## src/rtl/ppe_pkg.sv

```systemverilog
package ppe_pkg;

  // Mode bits that travel with every configuration write.
  typedef struct packed {
    logic       sel_b;   // 1: watch port B
    logic       not_eq;  // 1: event when masked value leaves target
    logic [1:0] filt;    // consecutive true cycles required, minus one
  } ppe_mode_t;

  localparam ppe_mode_t PPE_MODE_RESET = '{sel_b: 1'b0, not_eq: 1'b0, filt: 2'd0};

endpackage

```

## src/rtl/ppe_sync.sv

```systemverilog
module ppe_sync #(
  parameter int W      = 32,
  parameter int STAGES = 2
) (
  input  logic         clk,
  input  logic         rst,
  input  logic [W-1:0] d_i,
  output logic [W-1:0] q_o
);

  logic [W-1:0] stg [STAGES];

  for (genvar g = 0; g < STAGES; g++) begin : g_stage
    if (g == 0) begin : g_first
      always_ff @(posedge clk) begin
        if (rst) stg[g] <= '0;
        else     stg[g] <= d_i;
      end
    end else begin : g_next
      always_ff @(posedge clk) begin
        if (rst) stg[g] <= '0;
        else     stg[g] <= stg[g-1];
      end
    end
  end

  assign q_o = stg[STAGES-1];

endmodule

```

## src/rtl/ppe_detect.sv

```systemverilog
module ppe_detect
  import ppe_pkg::*;
#(
  parameter int W       = 32,
  parameter int MAX_RUN = 3
) (
  input  logic         clk,
  input  logic         rst,
  input  logic [W-1:0] pa_i,
  input  logic [W-1:0] pb_i,
  input  logic         cfg_we_i,
  input  ppe_mode_t    mode_i,
  input  logic [W-1:0] mask_i,
  input  logic [W-1:0] target_i,
  input  logic         clr_i,
  output logic         irq_o,
  output logic         flag_o
);

  localparam int SAT   = MAX_RUN - 1;
  localparam int RUN_W = (SAT < 2) ? 1 : $clog2(SAT + 1);

  ppe_mode_t      mode_q;
  logic [W-1:0]   mask_q;
  logic [W-1:0]   target_q;
  logic [RUN_W-1:0] run_q;
  logic [RUN_W-1:0] need_m1;
  logic           prev_q;
  logic           cond_cur;
  logic           cond_new;
  logic           fcond;
  logic           event_c;

  function automatic logic match_fn(input logic [W-1:0] a, input logic [W-1:0] b,
                                    input logic sel_b, input logic not_eq,
                                    input logic [W-1:0] m, input logic [W-1:0] t);
    logic [W-1:0] src;
    src = sel_b ? b : a;
    return (((src & m) == t) ^ not_eq);
  endfunction

  // configuration registers (66 bits of compare state plus filter code)
  always_ff @(posedge clk) begin
    if (rst) begin
      mode_q   <= PPE_MODE_RESET;
      mask_q   <= '0;
      target_q <= '0;
    end else if (cfg_we_i) begin
      mode_q   <= mode_i;
      mask_q   <= mask_i;
      target_q <= target_i;
    end
  end

  always_comb begin
    cond_cur = match_fn(pa_i, pb_i, mode_q.sel_b, mode_q.not_eq, mask_q, target_q);
    cond_new = match_fn(pa_i, pb_i, mode_i.sel_b, mode_i.not_eq, mask_i, target_i);
    if (int'(mode_q.filt) > SAT) need_m1 = RUN_W'(SAT);
    else                         need_m1 = RUN_W'(mode_q.filt);
    fcond   = cond_cur && (run_q >= need_m1);
    event_c = fcond && !prev_q && !cfg_we_i;
  end

  // consecutive-true run counter and previous filtered condition
  always_ff @(posedge clk) begin
    if (rst) begin
      run_q  <= RUN_W'(SAT);
      prev_q <= 1'b1;
    end else if (cfg_we_i) begin
      run_q  <= cond_new ? RUN_W'(SAT) : '0;
      prev_q <= cond_new;
    end else begin
      if (!cond_cur)                 run_q <= '0;
      else if (run_q != RUN_W'(SAT)) run_q <= run_q + RUN_W'(1);
      prev_q <= fcond;
    end
  end

  always_ff @(posedge clk) begin
    if (rst) begin
      irq_o  <= 1'b0;
      flag_o <= 1'b0;
    end else begin
      irq_o  <= event_c;
      flag_o <= event_c | (flag_o & ~clr_i);
    end
  end

  // an event needs a false previous condition, so pulses never abut
  a_r6_irq_single: assert property (@(posedge clk) disable iff (rst)
    irq_o |=> !irq_o);
  // flag is sticky without a clear
  a_r5_flag_holds: assert property (@(posedge clk) disable iff (rst)
    (flag_o && !clr_i) |=> flag_o);
  // an event always leaves the flag set, clear or not
  a_r5_irq_sets_flag: assert property (@(posedge clk) disable iff (rst)
    irq_o |-> flag_o);
  // the write cycle itself never produces an event
  a_r7_no_irq_on_cfg: assert property (@(posedge clk) disable iff (rst)
    cfg_we_i |=> !irq_o);

endmodule

```

## src/rtl/ppe_wait.sv

```systemverilog
module ppe_wait #(
  parameter int TMO_W = 16
) (
  input  logic             clk,
  input  logic             rst,
  input  logic             start_i,
  input  logic [TMO_W-1:0] tmo_i,
  input  logic             flag_i,
  output logic             stall_o,
  output logic             done_o,
  output logic             timeout_o
);

  logic [TMO_W-1:0] cnt_q;
  logic             limited_q;

  always_ff @(posedge clk) begin
    if (rst) begin
      stall_o   <= 1'b0;
      done_o    <= 1'b0;
      timeout_o <= 1'b0;
      cnt_q     <= '0;
      limited_q <= 1'b0;
    end else begin
      done_o    <= 1'b0;
      timeout_o <= 1'b0;
      if (!stall_o) begin
        if (start_i) begin
          stall_o   <= 1'b1;
          cnt_q     <= tmo_i;
          limited_q <= (tmo_i != '0);
        end
      end else if (flag_i) begin
        stall_o <= 1'b0;
        done_o  <= 1'b1;
      end else if (limited_q && cnt_q == TMO_W'(1)) begin
        stall_o   <= 1'b0;
        done_o    <= 1'b1;
        timeout_o <= 1'b1;
      end else if (limited_q) begin
        cnt_q <= cnt_q - TMO_W'(1);
      end
    end
  end

  // the stall only ends together with a return
  a_r9_fall_with_done: assert property (@(posedge clk) disable iff (rst)
    $fell(stall_o) |-> done_o);
  // a returned wait is no longer stalling
  a_r9_done_not_stalled: assert property (@(posedge clk) disable iff (rst)
    done_o |-> !stall_o);
  // a timeout indication only accompanies a return
  a_r10_timeout_has_done: assert property (@(posedge clk) disable iff (rst)
    timeout_o |-> done_o);
  // an event seen during a wait ends it on the next edge
  a_r9_flag_ends_wait: assert property (@(posedge clk) disable iff (rst)
    (stall_o && flag_i) |=> (done_o && !timeout_o));

endmodule

```

## src/rtl/pin_pattern_event.sv

```systemverilog
module pin_pattern_event
  import ppe_pkg::*;
#(
  parameter int PORT_W      = 32,
  parameter int SYNC_STAGES = 2,
  parameter int MAX_RUN     = 3,
  parameter int TMO_W       = 16
) (
  input  logic              clk,
  input  logic              rst,
  input  logic [PORT_W-1:0] port_a_i,
  input  logic [PORT_W-1:0] port_b_i,
  input  logic              cfg_we_i,
  input  logic              cfg_sel_b_i,
  input  logic              cfg_not_eq_i,
  input  logic [1:0]        cfg_filt_i,
  input  logic [PORT_W-1:0] cfg_mask_i,
  input  logic [PORT_W-1:0] cfg_target_i,
  input  logic              clr_i,
  input  logic              wait_start_i,
  input  logic [TMO_W-1:0]  wait_tmo_i,
  output logic              flag_o,
  output logic              irq_o,
  output logic              stall_o,
  output logic              wait_done_o,
  output logic              wait_timeout_o
);

  logic [PORT_W-1:0] pa_s;
  logic [PORT_W-1:0] pb_s;
  ppe_mode_t         mode_in;

  assign mode_in = '{sel_b: cfg_sel_b_i, not_eq: cfg_not_eq_i, filt: cfg_filt_i};

  ppe_sync #(.W(PORT_W), .STAGES(SYNC_STAGES)) u_sync_a (
    .clk(clk), .rst(rst), .d_i(port_a_i), .q_o(pa_s));

  ppe_sync #(.W(PORT_W), .STAGES(SYNC_STAGES)) u_sync_b (
    .clk(clk), .rst(rst), .d_i(port_b_i), .q_o(pb_s));

  ppe_detect #(.W(PORT_W), .MAX_RUN(MAX_RUN)) u_detect (
    .clk(clk), .rst(rst),
    .pa_i(pa_s), .pb_i(pb_s),
    .cfg_we_i(cfg_we_i), .mode_i(mode_in),
    .mask_i(cfg_mask_i), .target_i(cfg_target_i),
    .clr_i(clr_i),
    .irq_o(irq_o), .flag_o(flag_o));

  ppe_wait #(.TMO_W(TMO_W)) u_wait (
    .clk(clk), .rst(rst),
    .start_i(wait_start_i), .tmo_i(wait_tmo_i), .flag_i(flag_o),
    .stall_o(stall_o), .done_o(wait_done_o), .timeout_o(wait_timeout_o));

  // no activity is reported on the cycle after reset
  a_r1_quiet_after_reset: assert property (@(posedge clk)
    $fell(rst) |-> (!irq_o && !flag_o && !stall_o && !wait_done_o));

endmodule

```

## config.mk

```make
export PLATFORM = sky130hd
export DESIGN_NAME = pin_pattern_event
export DESIGN_NICKNAME = d
export VERILOG_FILES = /design/src/rtl/ppe_pkg.sv /design/src/rtl/ppe_sync.sv /design/src/rtl/ppe_detect.sv /design/src/rtl/ppe_wait.sv /design/src/rtl/pin_pattern_event.sv
export SDC_FILE = /design/constraint.sdc
export NUM_CORES = 1
export LEC_CHECK = 0
export BUFFER_PORTS_ARGS = -buffer_cell sky130_fd_sc_hd__buf_2
export CAP_MARGIN = 10
export CORE_AREA = 2 2 141 143
export CTS_CLUSTER_SIZE = 30
export DETAILED_ROUTE_END_ITERATION = 8
export DIE_AREA = 0 0 143 145
export PLACE_DENSITY = 0.87
export SYNTH_ARGS = -nofsm -noshare
export SYNTH_HDL_FRONTEND = slang
export SYNTH_HIERARCHICAL = 1
export SYNTH_SLANG_ARGS = --single-unit
```

## constraint.sdc

```tcl
create_clock -name clk -period 2.59 [get_ports clk]
set_clock_uncertainty 0.1 [all_clocks]
set_input_delay 0.259 -clock clk [delete_from_list [all_inputs] [get_ports clk]]
set_output_delay 0.259 -clock clk [all_outputs]
set_load 0.05 [all_outputs]
```

Word level (Yosys, flattened, before mapping)
Memory sizes are Yosys's and may differ from the RTL's.
Index checks and enable logic that the tools add are counted.
{"block": "word_totals", "output_inout_bits": 5, "ram_bits": 128, "reg_bits": 93, "memories": 2, "inputBits": 153, "wordCells": 78}
{"memory": "u_sync_a.stg", "words": 2, "word_bits": 32, "read_ports": 2, "rd_ports_with_merged_regs": 0, "wr": 2, "line": "ppe_sync.sv:11", "rtl": "logic [W-1:0] stg [STAGES];"}
{"memory": "u_sync_b.stg", "words": 2, "word_bits": 32, "read_ports": 2, "rd_ports_with_merged_regs": 0, "wr": 2, "line": "ppe_sync.sv:11"}
{"block": "classes", "n_eq_ne": 8, "bitwise": 12, "mux": 26, "n_reduce_logical": 12, "magnitude_cmp": 2, "add_sub_neg": 2}
{"operator": "32-bit 2-to-1 mux", "n": 6}
{"operator": "16-bit 2-to-1 mux", "n": 5}
{"operator": "32-bit bitwise AND", "n": 2}
{"operator": "32-bit equality test", "n": 2}
{"operator": "16-bit by 1-bit equality test with 1-bit output (second input constant)", "n": 1}
{"operator": "16-bit nonzero test", "n": 1}
{"operator": "16-bit by 1-bit subtractor with 16-bit output (second input constant)", "n": 1}
{"operator": "1-bit 2-to-1 mux", "n": 10}
{"operator": "2-bit 2-to-1 mux", "n": 5}
{"operator": "2-bit inequality test (second input constant)", "n": 4}
{"operator": "1-bit bitwise OR", "n": 5}
{"operator": "1-bit logical AND", "n": 4}
{"operator": "4-bit AND reduction", "n": 1}
{"operator": "3-bit inequality test (second input constant)", "n": 1}
{"operator": "3-bit OR reduction", "n": 1}
{"operator": "2-bit by 1-bit adder with 2-bit output (second input constant)", "n": 1}
{"operator": "2-bit >= comparator", "n": 1}
{"operator": "2-bit greater-than comparator (second input constant)", "n": 1}
{"operator": "1-bit logical NOT", "n": 2}
{"operator": "1-bit NOT", "n": 2}
{"operator": "2-bit AND reduction", "n": 1}
{"operator": "2-bit nonzero test", "n": 1}
{"operator": "2-bit OR reduction", "n": 1}
{"operator": "1-bit XOR", "n": 2}
{"operator": "1-bit bitwise AND", "n": 1}

Logic depth before layout (Yosys ltp)
Gate-level depths: netlist (run 1).
{"block": "depth", "depth_word": 8, "ltp_mapped": 10, "depth_no_buf": 8}

Modules after synthesis
The synthesis (run 1) kept the hierarchy.
{"mod": "ppe_detect", "cells_per_inst": 485, "n_inst": 1, "area_per_inst_um2": 4491.8, "seq_area_each_um2": 1461.4}
{"mod": "ppe_sync", "cells_per_inst": 135, "n_inst": 2, "area_per_inst_um2": 1918.1, "seq_area_each_um2": 1281.2}
{"mod": "ppe_wait", "cells_per_inst": 161, "n_inst": 1, "area_per_inst_um2": 1253.7, "seq_area_each_um2": 400.4}

Least setup slack after synthesis (run 1)
Ideal clock, no wire load.
{"block": "synth_path", "kind": "flip-flop to flip-flop", "start": "register u_detect/mode_q[3] (netlist name)", "end": "register u_detect.flag_o", "slack_ps": 42, "path_buffers": 2, "path_stages_with_launch": 11, "arrival_ps": 2321, "setup_ps": 127, "path_cell_list": "dfxtp_1 -> buf_6 -> buf_6 -> mux2_4 -> and3b_1 -> nor4b_2 -> nand4_1 -> nor4_2 -> mux2i_1 -> o32ai_1 -> nor2b_1"}
{"block": "synth_via", "elab_chain_len": 8}
{"element": "start: declaration", "line": "ppe_detect.sv:23", "rtl": "ppe_mode_t mode_q;"}
{"element": "start signal: assignment", "line": "ppe_detect.sv:49", "rtl": "mode_q <= mode_i;"}
{"element": "32-bit 2-to-1 mux", "line": "ppe_detect.sv:38", "rtl": "src = sel_b ? b : a;"}
{"element": "32-bit bitwise AND", "line": "ppe_detect.sv:39", "rtl": "return (((src & m) == t) ^ not_eq);"}
{"element": "32-bit equality test", "line": "ppe_detect.sv:39"}
{"element": "1-bit XOR", "line": "ppe_detect.sv:39"}
{"element": "1-bit logical AND", "line": "ppe_detect.sv:60", "rtl": "fcond = cond_cur && (run_q >= need_m1);"}
{"element": "1-bit logical AND (2 in series)", "line": "ppe_detect.sv:61", "rtl": "event_c = fcond && !prev_q && !cfg_we_i;"}
{"element": "1-bit bitwise OR", "line": "ppe_detect.sv:85", "rtl": "flag_o <= event_c | (flag_o & ~clr_i);"}
{"element": "end signal: assignment", "line": "ppe_detect.sv:85"}
{"element": "end: declaration", "line": "ppe_detect.sv:17", "rtl": "output logic flag_o"}
Every way passes these cells.
A chain may end at the register's enable or synchronous reset.

Worst setup path in the final report (run 1)
Same ends and word-level chain as after synthesis.

==> flow_summary_export.csv, run 1 <==
group,metric,value,unit
cells_and_area,stdcell_count,1502,
floorplan,fp.dieW,143,um
synthesis,yosys_warnings,6,
status,status,"complete, but fails checks",
synthesis,synthCells,916,
sta,layout_min_cycle_time,2.99,ns
detailed_routing,wl,28.4,mm
sta,period_share,1.16,
synthesis,synthesis.area,9580,um^2
cts,clk_pin_slew_worst_paths,0.06,ns
placement,place_congestion,0.892,
cells_and_area,drive_gt1_frac,0.339,
sta,grt_setup_unrepaired,"true",
critical_path,slowest_stage,"nor4_2",
detailed_routing,drc,0,
cts,ctsHtreeMaxLevel,1,
detailed_routing,dr_wl_met2,14.0,mm
detailed_routing,via_count,8190,
detailed_routing,post_drt_wl_per_cell,18.9,um
cells_and_area,final_net_count,1379,
sta,layout_setup_ws,-0.403,ns
critical_path,worstPathMaxFanout,7,
synthesis,synth_cell_type_count,57,
sta,slew_violations,0,
detailed_routing,dr.pass1.iters,7,
cts,clock_latency,0.52,ns
placement,dp_cells,1318,
sta,relSlewSlack,0.499,
sta,setup_viol,5,
critical_path,cp_cell_sequence,"buf_4 > buf_12 > buf_4 > mux2_1 > a21oi_1 > o22a_1 > nand4_1 > nor4_2 > mux2i_1 > buf_4 > o32ai_1 > nor2b_2",
critical_path,worstSetupStartpointType,"register",
cts,cts_tree,"built",
cts,cts.path.max_buffers,3,
detailed_routing,top_layer_used,"met4",
synthesis,seq_area_frac_synth,0.462,
status,violations,"negative setup slack",
power_and_ir_drop,vdd_ir_drop_max,0.490,mV
sta,tightest_slew,0.745,ns
power_and_ir_drop,total_power,8.27,mW
cts,numCtsBuffers,23,
floorplan,initial_core_util,0.499,
placement,port_buffers,157,
grt,grt_pass1_wl,43.1,mm
synthesis,async_flop_share,0,
grt,antenna_found_initial,1,
floorplan,placementRows,51,
cts,numClockSinks,221,
detailed_routing,vias_per_cell,5.45,
sta,max_freq,0.334,GHz
placement,dp_hpwl,15.8,mm
sta,final-hold-violation-count,0,
floorplan,dieArea,20700,um^2
detailed_routing,final_antenna_net_count,0,
floorplan,die_y,145,um
grt,grt-ovfl-total,0,
critical_path,crit_top_cell,"buf_4",
flow_run,cap_viol_max_count,0,
critical_path,critPathMaxStageDelay,0.38,ns
critical_path,required,2.86,ns
critical_path,cp_data_arrival_time,3.26,ns
grt,grt_max_degree,89,
synthesis,synth_ff_type,"dfxtp_1",
grt,track_usage,0.261,
detailed_routing,drtIter0Drc,699,
synthesis,synth-edff-count,0,
critical_path,end_kind,"register",
synthesis,syn_nets,1074,
detailed_routing,wl_met1,10.5,mm
cells_and_area,syn2layout_area_growth,34.7,%
detailed_routing,wl_met3,2.22,mm
power_and_ir_drop,p_leak,5.58,nW
sta,tns,-1.81,ns
grt,grt_pass1_vias,8304,
power_and_ir_drop,power_density,641,nW/um^2
synthesis,ys_ff_latch,221,
floorplan,core-area,19200,um^2
min_path,hp-class,"in -> reg",
critical_path,worstSetupPathType,"reg -> reg",
floorplan,num_io_pins,158,
cts,ctsRootBufferMaster,"clkbuf_16",
synthesis,avgSynthCellArea,10.5,um^2
## where the power goes
group | switching (mW) | internal [mW] | leakage (nW)
Clock | 1.36 | 1.98 | 0.371
Combinational | 0.589 | 0.635 | 3.38
Sequential | 0.124 | 3.59 | 1.83
## Yosys cell counts (3+ instances only)
library cell / number / area [um^2]
o21ai_0: 6 / 30.0
buf_6: 15 / 169
nor2b_2: 120 / 1050
and3b_1: 6 / 52.6
nand2_1: 45 / 169
mux2_1: 22 / 248
buf_1: 7 / 26.3
mux2_2: 38 / 428
or3_1: 3 / 18.8
o21ai_1: 6 / 30.0
nor3_1: 8 / 40.0
nand3_1: 8 / 40.0
a221oi_1: 3 / 26.3
nand3b_1: 6 / 45.0
a21oi_2: 4 / 35.0
nand4_1: 12 / 75.1
or2_2: 3 / 18.8
nor2_1: 85 / 319
inv_1: 13 / 48.8
o32ai_1: 5 / 43.8
nand2b_1: 6 / 37.5
a211oi_1: 5 / 37.5
buf_8: 4 / 60.1
dfxtp_1: 221 / 4420
o22a_1: 8 / 70.1
mux2i_1: 71 / 711
xor2_1: 33 / 289
a21oi_1: 34 / 170
mux2_4: 3 / 45.0
or4_1: 3 / 22.5
and3_1: 18 / 113
a21o_1: 5 / 37.5
nor4_1: 11 / 68.8
nor4b_1: 4 / 35.0
a21boi_0: 14 / 105
ha_1: 5 / 62.6
clkbuf_1: 20 / 75.1
nor2b_1: 14 / 87.6
## worst paths after layout
| check | end | start | depth (start not counted) | slack [ns] |
|---|---|---|---|---|
| setup reg to reg | u_detect/flag_o$_SDFF_PP0_ | u_detect/mode_q[3]$_SDFFE_PP0P_ | 12 | -0.40 |
| hold / removal | u_wait/cnt_q[4]$_SDFFE_PP0P_ | wait_tmo_i[4] | 3 | 0.04 |
| hold reg to reg | u_sync_b/stg[1][15]$_SDFF_PP0_ | u_sync_b/stg[0][15]$_SDFF_PP0_ | 1 | 0.33 |
| setup / recovery | u_detect/flag_o$_SDFF_PP0_ | u_detect/mode_q[3]$_SDFFE_PP0P_ | 12 | -0.40 |
## critical path: cells and delay by family, from the launching register on
family	cells	cell delay (ns)
compound gates	3	0.51
buf+inv	4	0.58
simple gates	3	0.69
mux	2	0.62
flops	1	0.36
## metal layers
metal,up-vias,GRT usage
li1,3738,-
met1,3813,0.304
met2,491,0.450
met3,148,0.0455
met4,0,0.143
met5,-,0
## layout by cell type (no fill, tap or decap), types with 4 or more instances in the layout
cell type      count
clkbuf_1           5
nor2b_2          121
nand3b_1           6
a21boi_0          14
o21ai_0            6
buf_4             31
nand3_1            8
nor2b_1           13
a21oi_1           31
xor2_1            33
a21o_1             5
inv_1             13
a21oi_2            7
buf_12             8
nor2_1            85
and3_1            18
nand4_1           12
o32ai_1            5
nor3_1             8
o21ai_1            6
buf_2            155
nand2b_1           6
mux2_1            19
clkbuf_16         23
mux2i_1           71
and3b_1            6
o22a_1             8
ha_1               5
dfxtp_1          220
clkbuf_8           5
dlygate4sd3_1    132
mux2_2            39
nand2_1           45
a211oi_1           4
nor4_1            11
mux2_4             5
## final cells by class
class,instances,area (um^2)
Timing Repair Buffer,328,2520
Clock buffer,33,663
Fill cell,1333,6300
Clock inverter,7,95.1
Tap cell,265,332
Antenna cell,1,2.50
Multi-Input combinational cell,633,4820
Inverter,14,52.6
Sequential cell,221,4430
## per-stage QoR
stage	utilization	cell area, um^2	worst slack (ns)	hold slack, ns
2_1_floorplan	-	9580	0.0425	0.287
3_3_place_gp	0.556	10700	-0.0707	0.315
3_5_place_dp	0.556	10700	-0.0828	0.309
4_1_cts	0.668	12800	-0.0817	0.0330
5_1_grt	0.672	12900	-0.482	0.0634
6_report	0.672	12900	-0.403	0.0397
## timing repair
action | in CTS | in global routing
setup endpoints to repair | 5 | 5
pin swaps | 4 | 5
hold endpoints to repair | 132 | 0
setup buffers | 7 | 4
resized for setup | 6 | 13
hold buffers | 132 | 0
## kinds of logic after synthesis
group / count (synthesis) / share of synthesized area
xor+xnor: 34 / 0.0311
mux: 134 / 0.149
simple gates: 360 / 0.238
buf+inv: 62 / 0.0413
fa+ha+maj: 5 / 0.00653
compound gates: 100 / 0.0718
flops: 221 / 0.462
## flip-flops by register name, indices dropped and copies added (netlist names)
register,flops
u_detect/mask_q,32
u_detect/flag_o,1
u_detect/prev_q,1
u_wait/cnt_q,16
u_detect/irq_o,1
u_detect/target_q,32
u_detect/run_q,2
u_wait/timeout_o,1
u_wait/limited_q,1
u_wait/done_o,1
u_sync_b/stg,64
u_sync_a/stg,64
u_detect/mode_q,4
u_wait/stall_o,1
No activity file was read; power rests on OpenSTA's default activity.
==> run 2: changes to the inputs <==
--- a/config.mk
+++ b/config.mk
@@ -7,11 +7,11 @@
 export LEC_CHECK = 0
 export BUFFER_PORTS_ARGS = -buffer_cell sky130_fd_sc_hd__buf_2
 export CAP_MARGIN = 10
-export CORE_AREA = 2 2 141 143
+export CORE_AREA = 2 2 134 136
 export CTS_CLUSTER_SIZE = 30
 export DETAILED_ROUTE_END_ITERATION = 8
-export DIE_AREA = 0 0 143 145
-export PLACE_DENSITY = 0.87
+export DIE_AREA = 0 0 136 138
+export PLACE_DENSITY = 0.91
 export SYNTH_ARGS = -nofsm -noshare
 export SYNTH_HDL_FRONTEND = slang
 export SYNTH_HIERARCHICAL = 1
==> constraint.sdc (replaced) <==
create_clock -name clk -period 3 [get_ports clk]
set_clock_uncertainty 0.1 [all_clocks]
set_input_delay 0.3 -clock clk [delete_from_list [all_inputs] [get_ports clk]]
set_output_delay 0.3 -clock clk [all_outputs]
set_load 0.05 [all_outputs]
==> flow_summary_export.csv, run 2 (same netlist as run 1, synthesis figures left out) <==
group,metric,value,unit
placement,port_buffers,157,
cells_and_area,fillCellCount,1157,
sta,max_freq,0.302,GHz
flow_run,cap_viol_max_count,0,
cts,cts_tree,"built",
detailed_routing,wl,29.4,mm
power_and_ir_drop,power_frac_seq,0.434,
sta,layout_setup_ws,-0.307,ns
sta,setup_viol,5,
power_and_ir_drop,p_sw_frac,0.254,
floorplan,die_y,138,um
detailed_routing,drtIter0Drc,799,
cts,clock_latency,0.54,ns
detailed_routing,via_count,8220,
cells_and_area,regArea,4430,um^2
sta,tns,-0.993,ns
critical_path,crit_family,"compound AO/OA/AOI/OAI gates",
detailed_routing,dr.pass1.iters,8,
grt,grt_max_degree,91,
cells_and_area,multiInputGateArea,4830,um^2
floorplan,initial_core_util,0.546,
status,violations,"negative hold slack, negative setup slack",
critical_path,cp_cell_sequence,"mux2_2 > nand2_1 > xor2_1 > nand4_1 > nor4_1 > a21oi_1 > a311oi_1 > o21ai_0",
detailed_routing,drc,0,
floorplan,dieArea,18800,um^2
critical_path,cp_data_arrival_time,3.57,ns
power_and_ir_drop,p_leak,5.47,nW
cells_and_area,largestRegisters,"u_sync_a/stg: 64 flops, u_sync_b/stg: 64 flops",
power_and_ir_drop,vdd_ir_drop_max,0.452,mV
power_and_ir_drop,power.net_switching,1.88,mW
sta,tightest_slew,0.873,ns
cts,ctsHtreeMaxLevel,1,
placement,dp_cells,1267,
cts,numClockSinks,221,
cells_and_area,stdcell_count,1447,
sta,period_share,1.10,
critical_path,end_kind,"register",
cts,numCtsBuffers,23,
sta,layout_min_cycle_time,3.31,ns
power_and_ir_drop,total_power,7.39,mW
grt,grt-ovfl-total,0,
cells_and_area,syn2layout_area_growth,32.8,%
placement,dp_hpwl,15.5,mm
critical_path,slowest_stage,"nor4_1",
cts,cts.path.max_buffers,3,
detailed_routing,post_drt_wl_per_cell,20.3,um
power_and_ir_drop,p_clk_frac,0.428,
sta,whs,-0.00364,ns
critical_path,rrSetupSlack,-0.31,ns
cts,clk_pin_slew_worst_paths,0.07,ns
floorplan,fp.dieW,136,um
grt,track_usage,0.292,
detailed_routing,vias_per_cell,5.68,
critical_path,worstPathMaxFanout,2,
sta,slew_violations,0,
sta,relSlewSlack,0.418,
critical_path,required,3.26,ns
power_and_ir_drop,power_density,580,nW/um^2
grt,grt_pass1_wl,43.3,mm
status,status,"complete, but fails checks",
power_and_ir_drop,comb_power_share,0.138,
cells_and_area,final_common_cell,"dfxtp_1",
critical_path,worstSetupStartpointType,"register",
placement,place_congestion,0.877,
critical_path,worstSetupPathType,"reg -> reg",
floorplan,num_io_pins,158,
min_path,hp-class,"in -> reg",
critical_path,path_buf_inv,0,
cells_and_area,final_net_count,1356,
floorplan,placementRows,49,
cells_and_area,drive_gt1_frac,0.333,
cells_and_area,layout_common_cells,"220 x dfxtp_1, 155 x buf_2, 127 x dlygate4sd3_1, 120 x nor2b_2, 85 x nor2_1",
floorplan,core-area,17500,um^2
grt,antenna_found_initial,3,
detailed_routing,final_antenna_net_count,0,
cells_and_area,fin_util,0.726,
sta,final-hold-violation-count,1,
grt,grt_pass1_vias,8400,
critical_path,critPathMaxStageDelay,0.62,ns
power_and_ir_drop,p_int,5.51,mW
cts,ctsRootBufferMaster,"clkbuf_16",
[run 2: final timing paths]
path                            cells after the start                            from                          endpoint
worst max register to register                      8  u_sync_a/stg[1][16]$_SDFF_PP0_        u_detect/prev_q$_SDFF_PP1_
worst min register to register                      1   u_sync_a/stg[0][2]$_SDFF_PP0_     u_sync_a/stg[1][2]$_SDFF_PP0_
worst min-delay path                                3                  cfg_mask_i[21]  u_detect/mask_q[21]$_SDFFE_PP0P_
worst max-delay path                                8  u_sync_a/stg[1][16]$_SDFF_PP0_        u_detect/prev_q$_SDFF_PP1_
[run 2: layer usage]
metal  wire, um  vias up  GRT usage
met2      14100      499      0.513
met4       2190        0      0.168
met5          0        -          0
met1      10600     3828      0.321
li1           -     3704          -
met3       2480      189     0.0631
[run 2: layout make-up]
class | count | area share
repair buffers | 305 | 0.179
inverters | 14 | 0.00413
flip-flops and latches | 221 | 0.348
clock inverters | 15 | 0.0180
well taps | 229 | 0.0225
diodes | 4 | 0.000787
multi-input cells | 633 | 0.380
clock buffers | 26 | 0.0477
[run 2: power groups by stage]
stage          Clock [mW]  Sequential (mW)  Combinational, mW
2_1_floorplan           0             3.22              0.574
6_report             3.16             3.21               1.02
3_5_place_dp            0             3.25              0.804
5_1_grt              3.31             3.22               1.09
4_1_cts              3.15             3.19              0.945
3_3_place_gp            0             3.24              0.775
[run 2: stage by stage]
stage	cell area, um^2	hold slack (ns)	setup WS (ns)
after floorplan	9580	0.301	0.435
after global placement	10500	0.315	0.154
after detailed placement	10500	0.316	0.0436
after CTS	12600	0.00452	0.0418
after global routing	12700	0.0247	-0.246
final	12700	-0.00364	-0.307
[run 2: worst register-to-register path: cells and delay by family, from the launching register on]
family | cells | cell delay (ns)
AO/OA/AOI/OAI | 3 | 1.07
AND/OR/NAND/NOR | 3 | 0.96
XOR/XNOR | 1 | 0.45
flip-flops | 1 | 0.32
multiplexers | 1 | 0.26
[run 2: what timing repair did]
item	in CTS	in global routing
hold buffers	127	0
pin swaps	0	4
resized for setup	1	11
buffers inserted	0	7
hold endpoints to repair	127	0
setup endpoints to repair	1	5
cloned	0	1
==> run 3: changes to the inputs <==
--- a/config.mk
+++ b/config.mk
@@ -7,11 +7,14 @@
 export LEC_CHECK = 0
 export BUFFER_PORTS_ARGS = -buffer_cell sky130_fd_sc_hd__buf_2
 export CAP_MARGIN = 10
-export CORE_AREA = 2 2 134 136
+export CELL_PAD_IN_SITES_DETAIL_PLACEMENT = 1
+export CELL_PAD_IN_SITES_GLOBAL_PLACEMENT = 1
+export CORE_AREA = 2 2 151 153
 export CTS_CLUSTER_SIZE = 30
 export DETAILED_ROUTE_END_ITERATION = 8
-export DIE_AREA = 0 0 136 138
+export DIE_AREA = 0 0 153 155
 export PLACE_DENSITY = 0.91
+export RECOVER_POWER = 50
 export SYNTH_ARGS = -nofsm -noshare
 export SYNTH_HDL_FRONTEND = slang
 export SYNTH_HIERARCHICAL = 1
==> flow_summary_export.csv, run 3 (same netlist as run 1, synthesis figures left out) <==
group,metric,value,unit
cts,clk_pin_slew_worst_paths,0.07,ns
sta,layout_min_cycle_time,3.11,ns
detailed_routing,vias_per_cell,5.47,
sta,relSlewSlack,-0.547,
detailed_routing,wl,35.1,mm
cts,numCtsBuffers,25,
placement,place_congestion,0.837,
power_and_ir_drop,p_leak,5.42,nW
cells_and_area,fillCellCount,2402,
floorplan,initial_core_util,0.431,
cells_and_area,syn2layout_area_growth,32.1,%
critical_path,end_kind,"register",
power_and_ir_drop,power_density,590,nW/um^2
flow_run,cap_viol_max_count,1,
cts,ctsRootBufferMaster,"clkbuf_16",
cts,cts.path.max_buffers,3,
cells_and_area,design_area,12700,um^2
grt,track_usage,0.282,
cts,ctsHtreeMaxLevel,1,
critical_path,critPathMaxStageDelay,0.46,ns
critical_path,slowest_stage,"a21oi_1",
power_and_ir_drop,vdd_ir_drop_max,0.482,mV
sta,max_freq,0.322,GHz
detailed_routing,drc,0,
critical_path,required,3.30,ns
critical_path,worstPathMaxFanout,12,
cells_and_area,final_net_count,1354,
critical_path,rrSetupSlack,-0.11,ns
placement,port_buffers,157,
critical_path,worstSetupStartpointType,"register",
floorplan,core-area,22200,um^2
sta,layout_setup_ws,-0.105,ns
critical_path,timing.rr.start,"u_detect/mode_q[3]$_SDFFE_PP0P_",
grt,grt_pass1_wl,52.1,mm
critical_path,worstSetupPathType,"reg -> reg",
floorplan,die_y,155,um
critical_path,cp_cell_sequence,"buf_12 > mux2_2 > a21oi_1 > o22a_1 > nand4_1 > nor4_4 > mux2i_2 > buf_4 > a21o_1 > a32oi_1",
cts,numClockSinks,221,
min_path,hp-class,"in -> reg",
cells_and_area,largestRegisters,"u_sync_a/stg: 64 flops, u_sync_b/stg: 64 flops",
cells_and_area,stdcell_count,1501,
floorplan,dieArea,23700,um^2
sta,setup_viol,4,
sta,final-hold-violation-count,0,
critical_path,cp_data_arrival_time,3.40,ns
detailed_routing,drtIter0Drc,454,
status,status,"complete, but fails checks",
min_path,hold_depth,3,
power_and_ir_drop,total_power,7.47,mW
grt,grt_pass1_vias,9129,
cells_and_area,drive_gt1_frac,0.300,
status,violations,"max-capacitance violations, max-slew violations, negative setup slack",
placement,dp_hpwl,19.3,mm
placement,dp_cells,1329,
grt,grt_max_degree,94,
grt,antenna_found_initial,3,
sta,slew_violations,40,
cells_and_area,layout_common_cells,"220 x dfxtp_1, 146 x buf_2, 123 x dlygate4sd3_1, 93 x nor2b_2, 85 x nor2_1",
cts,clock_latency,0.54,ns
cells_and_area,final_common_cell,"dfxtp_1",
detailed_routing,final_antenna_net_count,0,
floorplan,fp.dieW,153,um
sta,tightest_slew,2.32,ns
sta,period_share,1.04,
floorplan,num_io_pins,158,
placement,detailed_place.area,10600,um^2
detailed_routing,post_drt_wl_per_cell,23.4,um
detailed_routing,via_count,8208,
min_path,hold_start,"cfg_mask_i[17]",
cts,cts_tree,"built",
critical_path,r2r-end,"u_detect/run_q[1]$_SDFFE_PP1P_",
grt,grt-ovfl-total,0,
critical_path,worst-r2r-cell-count,10,
detailed_routing,dr.pass1.iters,5,
sta,whs,0.0137,ns
floorplan,placementRows,55,
min_path,whs_endpoint,"u_detect/mask_q[17]$_SDFFE_PP0P_",
-- run 3: changes by cell type in the layout (fill, tap and decap cells not counted), moves of 3 or more --
cell	delta
dlygate4sd3_1	-4
buf_4	-3
clkbuf_1	+16
nor2b_2	-27
buf_2	-9
nor2b_1	+28
diode_2	-3
-- run 3: how the worst max path moves through the flow --
| stage | endpoint | slack, ns | cells after the start | startpoint |
|---|---|---|---|---|
| 2_1_floorplan | u_detect/prev_q$_SDFF_PP1_ | 0.44 | 10 | cfg_sel_b_i |
| 3_3_place_gp | u_detect/flag_o$_SDFF_PP0_ | 0.18 | 9 | u_detect/mode_q[3]$_SDFFE_PP0P_ |
| 3_5_place_dp | u_detect/flag_o$_SDFF_PP0_ | 0.01 | 9 | u_detect/mode_q[3]$_SDFFE_PP0P_ |
| 4_1_cts | u_detect/flag_o$_SDFF_PP0_ | 0.06 | 9 | u_detect/mode_q[3]$_SDFFE_PP0P_ |
| 5_1_grt | u_detect/run_q[1]$_SDFFE_PP1P_ | -0.13 | 10 | u_detect/mode_q[3]$_SDFFE_PP0P_ |
| 6_report | u_detect/run_q[1]$_SDFFE_PP1P_ | -0.11 | 10 | u_detect/mode_q[3]$_SDFFE_PP0P_ |
-- run 3: layer usage --
metal / part of all wire / track usage
met1: 0.36 / 0.298
met2: 0.51 / 0.516
met3: 0.057 / 0.0535
met4: 0.071 / 0.179
met5: 0.00031 / 0
-- run 3: report_power, final --
group,switching (mW),leakage (nW),internal [mW]
combinational,0.534,3.19,0.501
clock,1.32,0.403,1.90
sequential,0.123,1.83,3.10
-- run 3: final cells by class --
| class | count | area (um^2) | share of cell area |
|---|---|---|---|
| well taps | 285 | 357 | 0.0282 |
| clock inverters | 11 | 144 | 0.0114 |
| diodes | 1 | 2.50 | 0.000198 |
| inverters | 14 | 52.6 | 0.00415 |
| flip-flops and latches | 221 | 4430 | 0.350 |
| repair buffers | 301 | 2220 | 0.175 |
| clock buffers | 35 | 703 | 0.0555 |
| multi-input cells | 633 | 4750 | 0.375 |
-- run 3: stage by stage --
stage          setup slack (ns)  setup TNS (ns)   util
2_1_floorplan             0.435               0      -
3_3_place_gp              0.183               0  0.477
3_5_place_dp             0.0103               0  0.477
4_1_cts                  0.0604               0  0.571
5_1_grt                  -0.127          -0.384  0.570
6_report                 -0.105          -0.281  0.570
-- run 3: timing repair --
action	CTS	global route
endpoints found under the setup margin	1	5
resized for setup	1	9
pin swaps	0	5
hold buffers	123	0
setup buffers	0	1
endpoints found under the hold margin	123	0
cloned	0	1
-- run 3: worst max-delay path, delay by kind of cell, from the launching register on --
family          cells  cell delay [ns]
compound gates      4             0.83
buf+inv             2             0.35
flops               1             0.42
mux                 2             0.76
simple gates        2             0.50
